$ cat config.mk
export PLATFORM = sky130hd
export DESIGN_NAME = xcs_ctrl_store
export DESIGN_NICKNAME = d
export VERILOG_FILES = /design/src/rtl/xcs_pkg.sv /design/src/rtl/xcs_slot_store.sv /design/src/rtl/xcs_seq.sv /design/src/rtl/xcs_ctrl_store.sv
export SDC_FILE = /design/constraint.sdc
export NUM_CORES = 1
export LEC_CHECK = 0
export ABC_AREA = 1
export BUFFER_PORTS_ARGS = -buffer_cell sky130_fd_sc_hd__buf_2
export CAP_MARGIN = 30
export CORE_MARGIN = 2
export CORE_UTILIZATION = 59
export DETAILED_ROUTE_END_ITERATION = 7
export PLACE_DENSITY = 0.87
export SLEW_MARGIN = 20
export SYNTH_ARGS = -nofsm -noshare
export SYNTH_HDL_FRONTEND = slang
export SYNTH_HIERARCHICAL = 1
export SYNTH_SLANG_ARGS = --single-unit
$ cat constraint.sdc
create_clock -name clk -period 2.4 [get_ports clk]
set_input_delay 0.48 -clock clk [delete_from_list [all_inputs] [get_ports clk]]
set_output_delay 0.48 -clock clk [all_outputs]
set_load 0.01 [all_outputs]
$ cat src/rtl/xcs_pkg.sv
package xcs_pkg;
    typedef enum logic {
        ST_LOAD = 1'b0,
        ST_RUN  = 1'b1
    } xcs_state_e;
endpackage

$ cat src/rtl/xcs_slot_store.sv
module xcs_slot_store #(
    parameter int NPART = 6,
    parameter int CW_W  = 16,
    parameter int IDX_W = 3
) (
    input  logic                    clk,
    input  logic                    rst_n,
    input  logic                    wr_en,
    input  logic [IDX_W-1:0]        wr_idx,
    input  logic [CW_W-1:0]         wr_data,
    input  logic [IDX_W-1:0]        rd_idx,
    output logic [CW_W-1:0]         rd_data,
    output logic [NPART*CW_W-1:0]   slots_flat
);
    logic [CW_W-1:0] slot_q [NPART];

    for (genvar g = 0; g < NPART; g++) begin : g_slot
        always_ff @(posedge clk or negedge rst_n) begin
            if (!rst_n) begin
                slot_q[g] <= '0;
            end else if (wr_en && (wr_idx == IDX_W'(g))) begin
                slot_q[g] <= wr_data;
            end
        end
        assign slots_flat[g*CW_W +: CW_W] = slot_q[g];
    end

    always_comb begin
        rd_data = '0;
        for (int i = 0; i < NPART; i++) begin
            if (rd_idx == IDX_W'(i)) begin
                rd_data = slot_q[i];
            end
        end
    end
endmodule

$ cat src/rtl/xcs_seq.sv
module xcs_seq
    import xcs_pkg::*;
#(
    parameter int NPART = 6,
    parameter int IDX_W = 3
) (
    input  logic             clk,
    input  logic             rst_n,
    input  logic             vec_ready,
    input  logic             sig_done,
    output logic             active,
    output logic [IDX_W-1:0] part
);
    localparam logic [IDX_W-1:0] LAST = IDX_W'(NPART - 1);

    xcs_state_e state_q, state_d;
    logic [IDX_W-1:0] part_q, part_d;

    always_comb begin
        state_d = state_q;
        part_d  = part_q;
        unique case (state_q)
            ST_LOAD: begin
                if (vec_ready) begin
                    state_d = ST_RUN;
                    part_d  = '0;
                end
            end
            ST_RUN: begin
                if (sig_done) begin
                    if (part_q == LAST) begin
                        state_d = ST_LOAD;
                        part_d  = '0;
                    end else begin
                        part_d = part_q + 1'b1;
                    end
                end
            end
            default: begin
                state_d = ST_LOAD;
                part_d  = '0;
            end
        endcase
    end

    always_ff @(posedge clk or negedge rst_n) begin
        if (!rst_n) begin
            state_q <= ST_LOAD;
            part_q  <= '0;
        end else begin
            state_q <= state_d;
            part_q  <= part_d;
        end
    end

    always_comb begin
        active = (state_q == ST_RUN);
        part   = part_q;
    end

    AST_RUN_ENTRY: assert property (@(posedge clk) disable iff (!rst_n)
        (!active && vec_ready) |=> (active && part == '0));
    AST_PART_STEP: assert property (@(posedge clk) disable iff (!rst_n)
        (active && sig_done && part != LAST) |=> (active && part == $past(part) + 1'b1));
    AST_LAST_EXIT: assert property (@(posedge clk) disable iff (!rst_n)
        (active && sig_done && part == LAST) |=> !active);
    AST_RUN_HOLD: assert property (@(posedge clk) disable iff (!rst_n)
        (active && !sig_done) |=> (active && $stable(part)));
    AST_IDLE_HOLD: assert property (@(posedge clk) disable iff (!rst_n)
        (!active && !vec_ready) |=> !active);
endmodule

$ cat src/rtl/xcs_ctrl_store.sv
module xcs_ctrl_store #(
    parameter int NPART = 6,
    parameter int CW_W  = 16,
    localparam int IDX_W = (NPART > 1) ? $clog2(NPART) : 1
) (
    input  logic             clk,
    input  logic             rst_n,
    input  logic             upd_valid,
    input  logic [IDX_W-1:0] upd_idx,
    input  logic [CW_W-1:0]  upd_data,
    input  logic             vec_ready,
    input  logic             sig_done,
    output logic [CW_W-1:0]  ctl_word,
    output logic             ctl_active,
    output logic [IDX_W-1:0] ctl_part,
    output logic             upd_err
);
    logic                  active;
    logic [IDX_W-1:0]      part;
    logic                  idx_ok;
    logic                  wr_en;
    logic                  err_q;
    logic [CW_W-1:0]       rd_data;
    logic [NPART*CW_W-1:0] slots_flat;

    assign idx_ok = (int'(upd_idx) < NPART);
    assign wr_en  = upd_valid && idx_ok && !active;

    xcs_seq #(.NPART(NPART), .IDX_W(IDX_W)) u_seq (
        .clk       (clk),
        .rst_n     (rst_n),
        .vec_ready (vec_ready),
        .sig_done  (sig_done),
        .active    (active),
        .part      (part)
    );

    xcs_slot_store #(.NPART(NPART), .CW_W(CW_W), .IDX_W(IDX_W)) u_store (
        .clk        (clk),
        .rst_n      (rst_n),
        .wr_en      (wr_en),
        .wr_idx     (upd_idx),
        .wr_data    (upd_data),
        .rd_idx     (part),
        .rd_data    (rd_data),
        .slots_flat (slots_flat)
    );

    always_ff @(posedge clk or negedge rst_n) begin
        if (!rst_n) begin
            err_q <= 1'b0;
        end else if (upd_valid && (active || !idx_ok)) begin
            err_q <= 1'b1;
        end
    end

    always_comb begin
        ctl_active = active;
        ctl_part   = part;
        ctl_word   = active ? rd_data : '0;
        upd_err    = err_q;
    end

    AST_NO_WRITE_RUN: assert property (@(posedge clk) disable iff (!rst_n)
        active |=> $stable(slots_flat));
    AST_ERR_STICKY: assert property (@(posedge clk) disable iff (!rst_n)
        upd_err |=> upd_err);
    AST_BAD_IDX: assert property (@(posedge clk) disable iff (!rst_n)
        (upd_valid && !idx_ok) |=> (upd_err && $stable(slots_flat)));
    AST_IDLE_ZERO: assert property (@(posedge clk) disable iff (!rst_n)
        !ctl_active |-> (ctl_word == '0));
endmodule

==> run metrics <==
layout cells sized above 1 16.2%; setup TNS -0.0955 ns; diode count 0; Gate Count Post-Synth 584; Pwr per Cell Area 1010 mW/mm2; Tightest Hold Check Type primary input to asynchronous set/reset pin; Pint 3.47 mW; Yosys top cell by area dfrtp_1; area delta synth->final 15.7%; Tot Pwr 5.42 mW; initial DRC count 319; DR pass1 iterations 5; Die H 92.8 um; clk_lat worst skew ~0.37 ns; number of global-route vias before repair 3633; minimum clock period after layout 2.43 ns; clock buffer depth 2; Critical Path RT 1.92 ns; YS warnings 6; RSZ-0062 raised after global routing true; H-tree depth 3; port bufs 44; run status complete, but fails checks; clock root cell clkbuf_8; final HPWL from detailed placement around 6.5 mm; family with the most delay on the worst path buffers and inverters; Seq pwr share 45.1%; startpoint types register; crit path buf inv count 5; NetSw 1.95 mW; Layout Cells excl Fill 739; failing checks negative setup slack; Pins Over Slew Limit 0; routability cong. 0.772; Final #Nets 657; row cnt 32; max incr delay on CP 0.43 ns; WS Path Type register to output pin; clk sinks 101; GRT Overall Usage about 26%; Final Cycle Share 101%; Max-Cap Viols 0; Yosys top cell area share 54.4%; drt via density between 5 and 6; pin count of the biggest net entering global routing 55; multi-input logic area 0.00176 mm2; Switching Fraction between 30% and 40%; filler instances 593; WHS 0.117 ns; CP Cell Sequence buf_12 > clkinvlp_4 > nor3_4 > buf_8 > nand2_1 > nand4_1 > nand2_1 > inv_1 > buf_2; crit path DAT ~2.0 ns; crit path capture type output pin; post-synth cell types 20; global-route wire length before repair 17.3 mm; Worst Tran Pin Value just over 0.6 ns; Avg WL per Cell 15.1 um; drc violations 0; worst setup margin -0.0301 ns; cell count after placement 716; Clock Skew between 0.01 and 0.015 ns; Hold Buf Count CTS 0; syn_area_per_cell around 8.0 um2; Initial Util 60.5%; initial antenna violation count 0; TritonCTS buffer count 9; die width 92.8 um; Synth Register Bits 101; combinational fraction of design power 34.5%; worst slack at placement between 0.2 and 0.25 ns; top area cells in the synthesized netlist dfrtp_1 (54%), nand2_1 (16%), o21ai_0 (10%); CP max stage cell dfrtp_2; Syn Nets between 600 and 700; mapped cell area approximately 0.0046 mm2; area of the die 0.00861 mm2; worst-path fanout max 8; WL final 11.2 mm; static leakage 2.76 nW; Reg clk slew, reported paths roughly 0.09 ns; register area share after synthesis 54.4%; Final setup viols 8; Clock power frac 20.4%; post-route ant nets 0; fmax between 0.4 and 0.5 GHz; CTS tree done; total number of vias 4102; total grt overflow 0; Reg area around 0.0025 mm2; Most common cell on crit path nand2_1; worst-case vdd ir drop 0.559 mV; core box area 0.00769 mm2; Fin. Hold Viols 0; IO Count 45; Rel. slew slack 58.4%
layout by cell type, fill, tap and decap left out, types with 12 or more instances in the layout:
cell / count
nand4_1: 34
nand3_1: 18
o21ai_0: 96
inv_1: 59
nand2_1: 188
nor2_1: 38
buf_2: 42
clkbuf_8: 12
dfrtp_1: 99
buf_4: 15
path summary, 6_finish.rpt:
path                                     endpoint     startpoint  slack [ns]  cells past startpoint
max in group asynchronous  u_store/slots_flat[24]          rst_n        1.58                      2
max                                  ctl_word[12]  u_seq/part[0]       -0.03                      9
max reg2reg                u_store/slots_flat[50]   u_seq/active        0.85                      9
min reg2reg                               upd_err        upd_err        0.47                      2
min in group clk                          upd_err      upd_valid        0.32                      3
min                                 u_seq/part[1]          rst_n        0.12                      1
flip-flops by register name, summed over array words and instances, names as in the netlist:
name                cells
u_store/slots_flat     96
upd_err                 1
u_seq/active            1
u_seq/part              3
metal layers:
layer	routed length (um)	share of wire, %	GRT usage (%)
met5	0	0	0
met1	4520	40	35.2
met2	5630	50	41.5
met3	785	7.0	4.39
met4	253	2.3	10.4
repair_timing:
item	CTS	global route
gates cloned	0	3
pin swaps	0	5
setup endpoints to repair	16	16
resized for setup	9	18
buffers inserted	1	4
area by class of cell:
cell class	count	share of cell area (%)
clock buffers	12	3.07
well taps	102	2.37
clock inverters	3	0.814
inverters	64	4.58
multi-input cells	388	32.7
repair buffers	69	9.49
flip-flops and latches	101	47.0
logic make-up (layout without fill, tap and decap cells):
kind of cell / Yosys count / after routing / share of synthesized area (%)
AND/OR/NAND/NOR: 291 / 291 / 26.8
flip-flops: 101 / 101 / 54.4
AO/OA/AOI/OAI: 97 / 97 / 10.5
buffers and inverters: 95 / 148 / 8.34
power groups by stage:
stage	logic (mW)	registers, mW	clock network [mW]
after global routing	2.06	2.50	1.19
after global placement	1.51	2.41	0
final	1.87	2.45	1.11
after CTS	1.64	2.42	1.12
after detailed placement	1.58	2.44	0
after floorplan	1.04	2.42	0
Yosys cell counts:
cell type  instances
a21boi_1           1
buf_2              4
clkbuf_1          20
nand4_1           34
and2_1             1
nand2_1          192
dfrtp_1          101
nor2_1            39
nor3_4             2
o21ai_0           96
buf_6              1
buf_8              1
inv_1             61
buf_1              3
nand2_2            2
buf_4              2
nor3_2             1
nand3_1           19
inv_2              3
nand3_2            1
stage by stage:
step | instance area (um2) | util (%)
after floorplan | 4650 | -
after global placement | 4980 | 64.8
after detailed placement | 4990 | 64.9
after CTS | 5240 | 68.2
after global routing | 5380 | 70.0
final | 5380 | 70.0
worst register-to-register path: stages (launching register included):
cell and delay [ns]:
dfrtp_1 0.38, inv_1 0.06, nand2_1 0.06, nor2_1 0.13
inv_1 0.06, nor2_1 0.19, nand3_1 0.11, buf_4 0.26
nand2_1 0.10, o21ai_0 0.09
(Power assumes the default switching activity.)
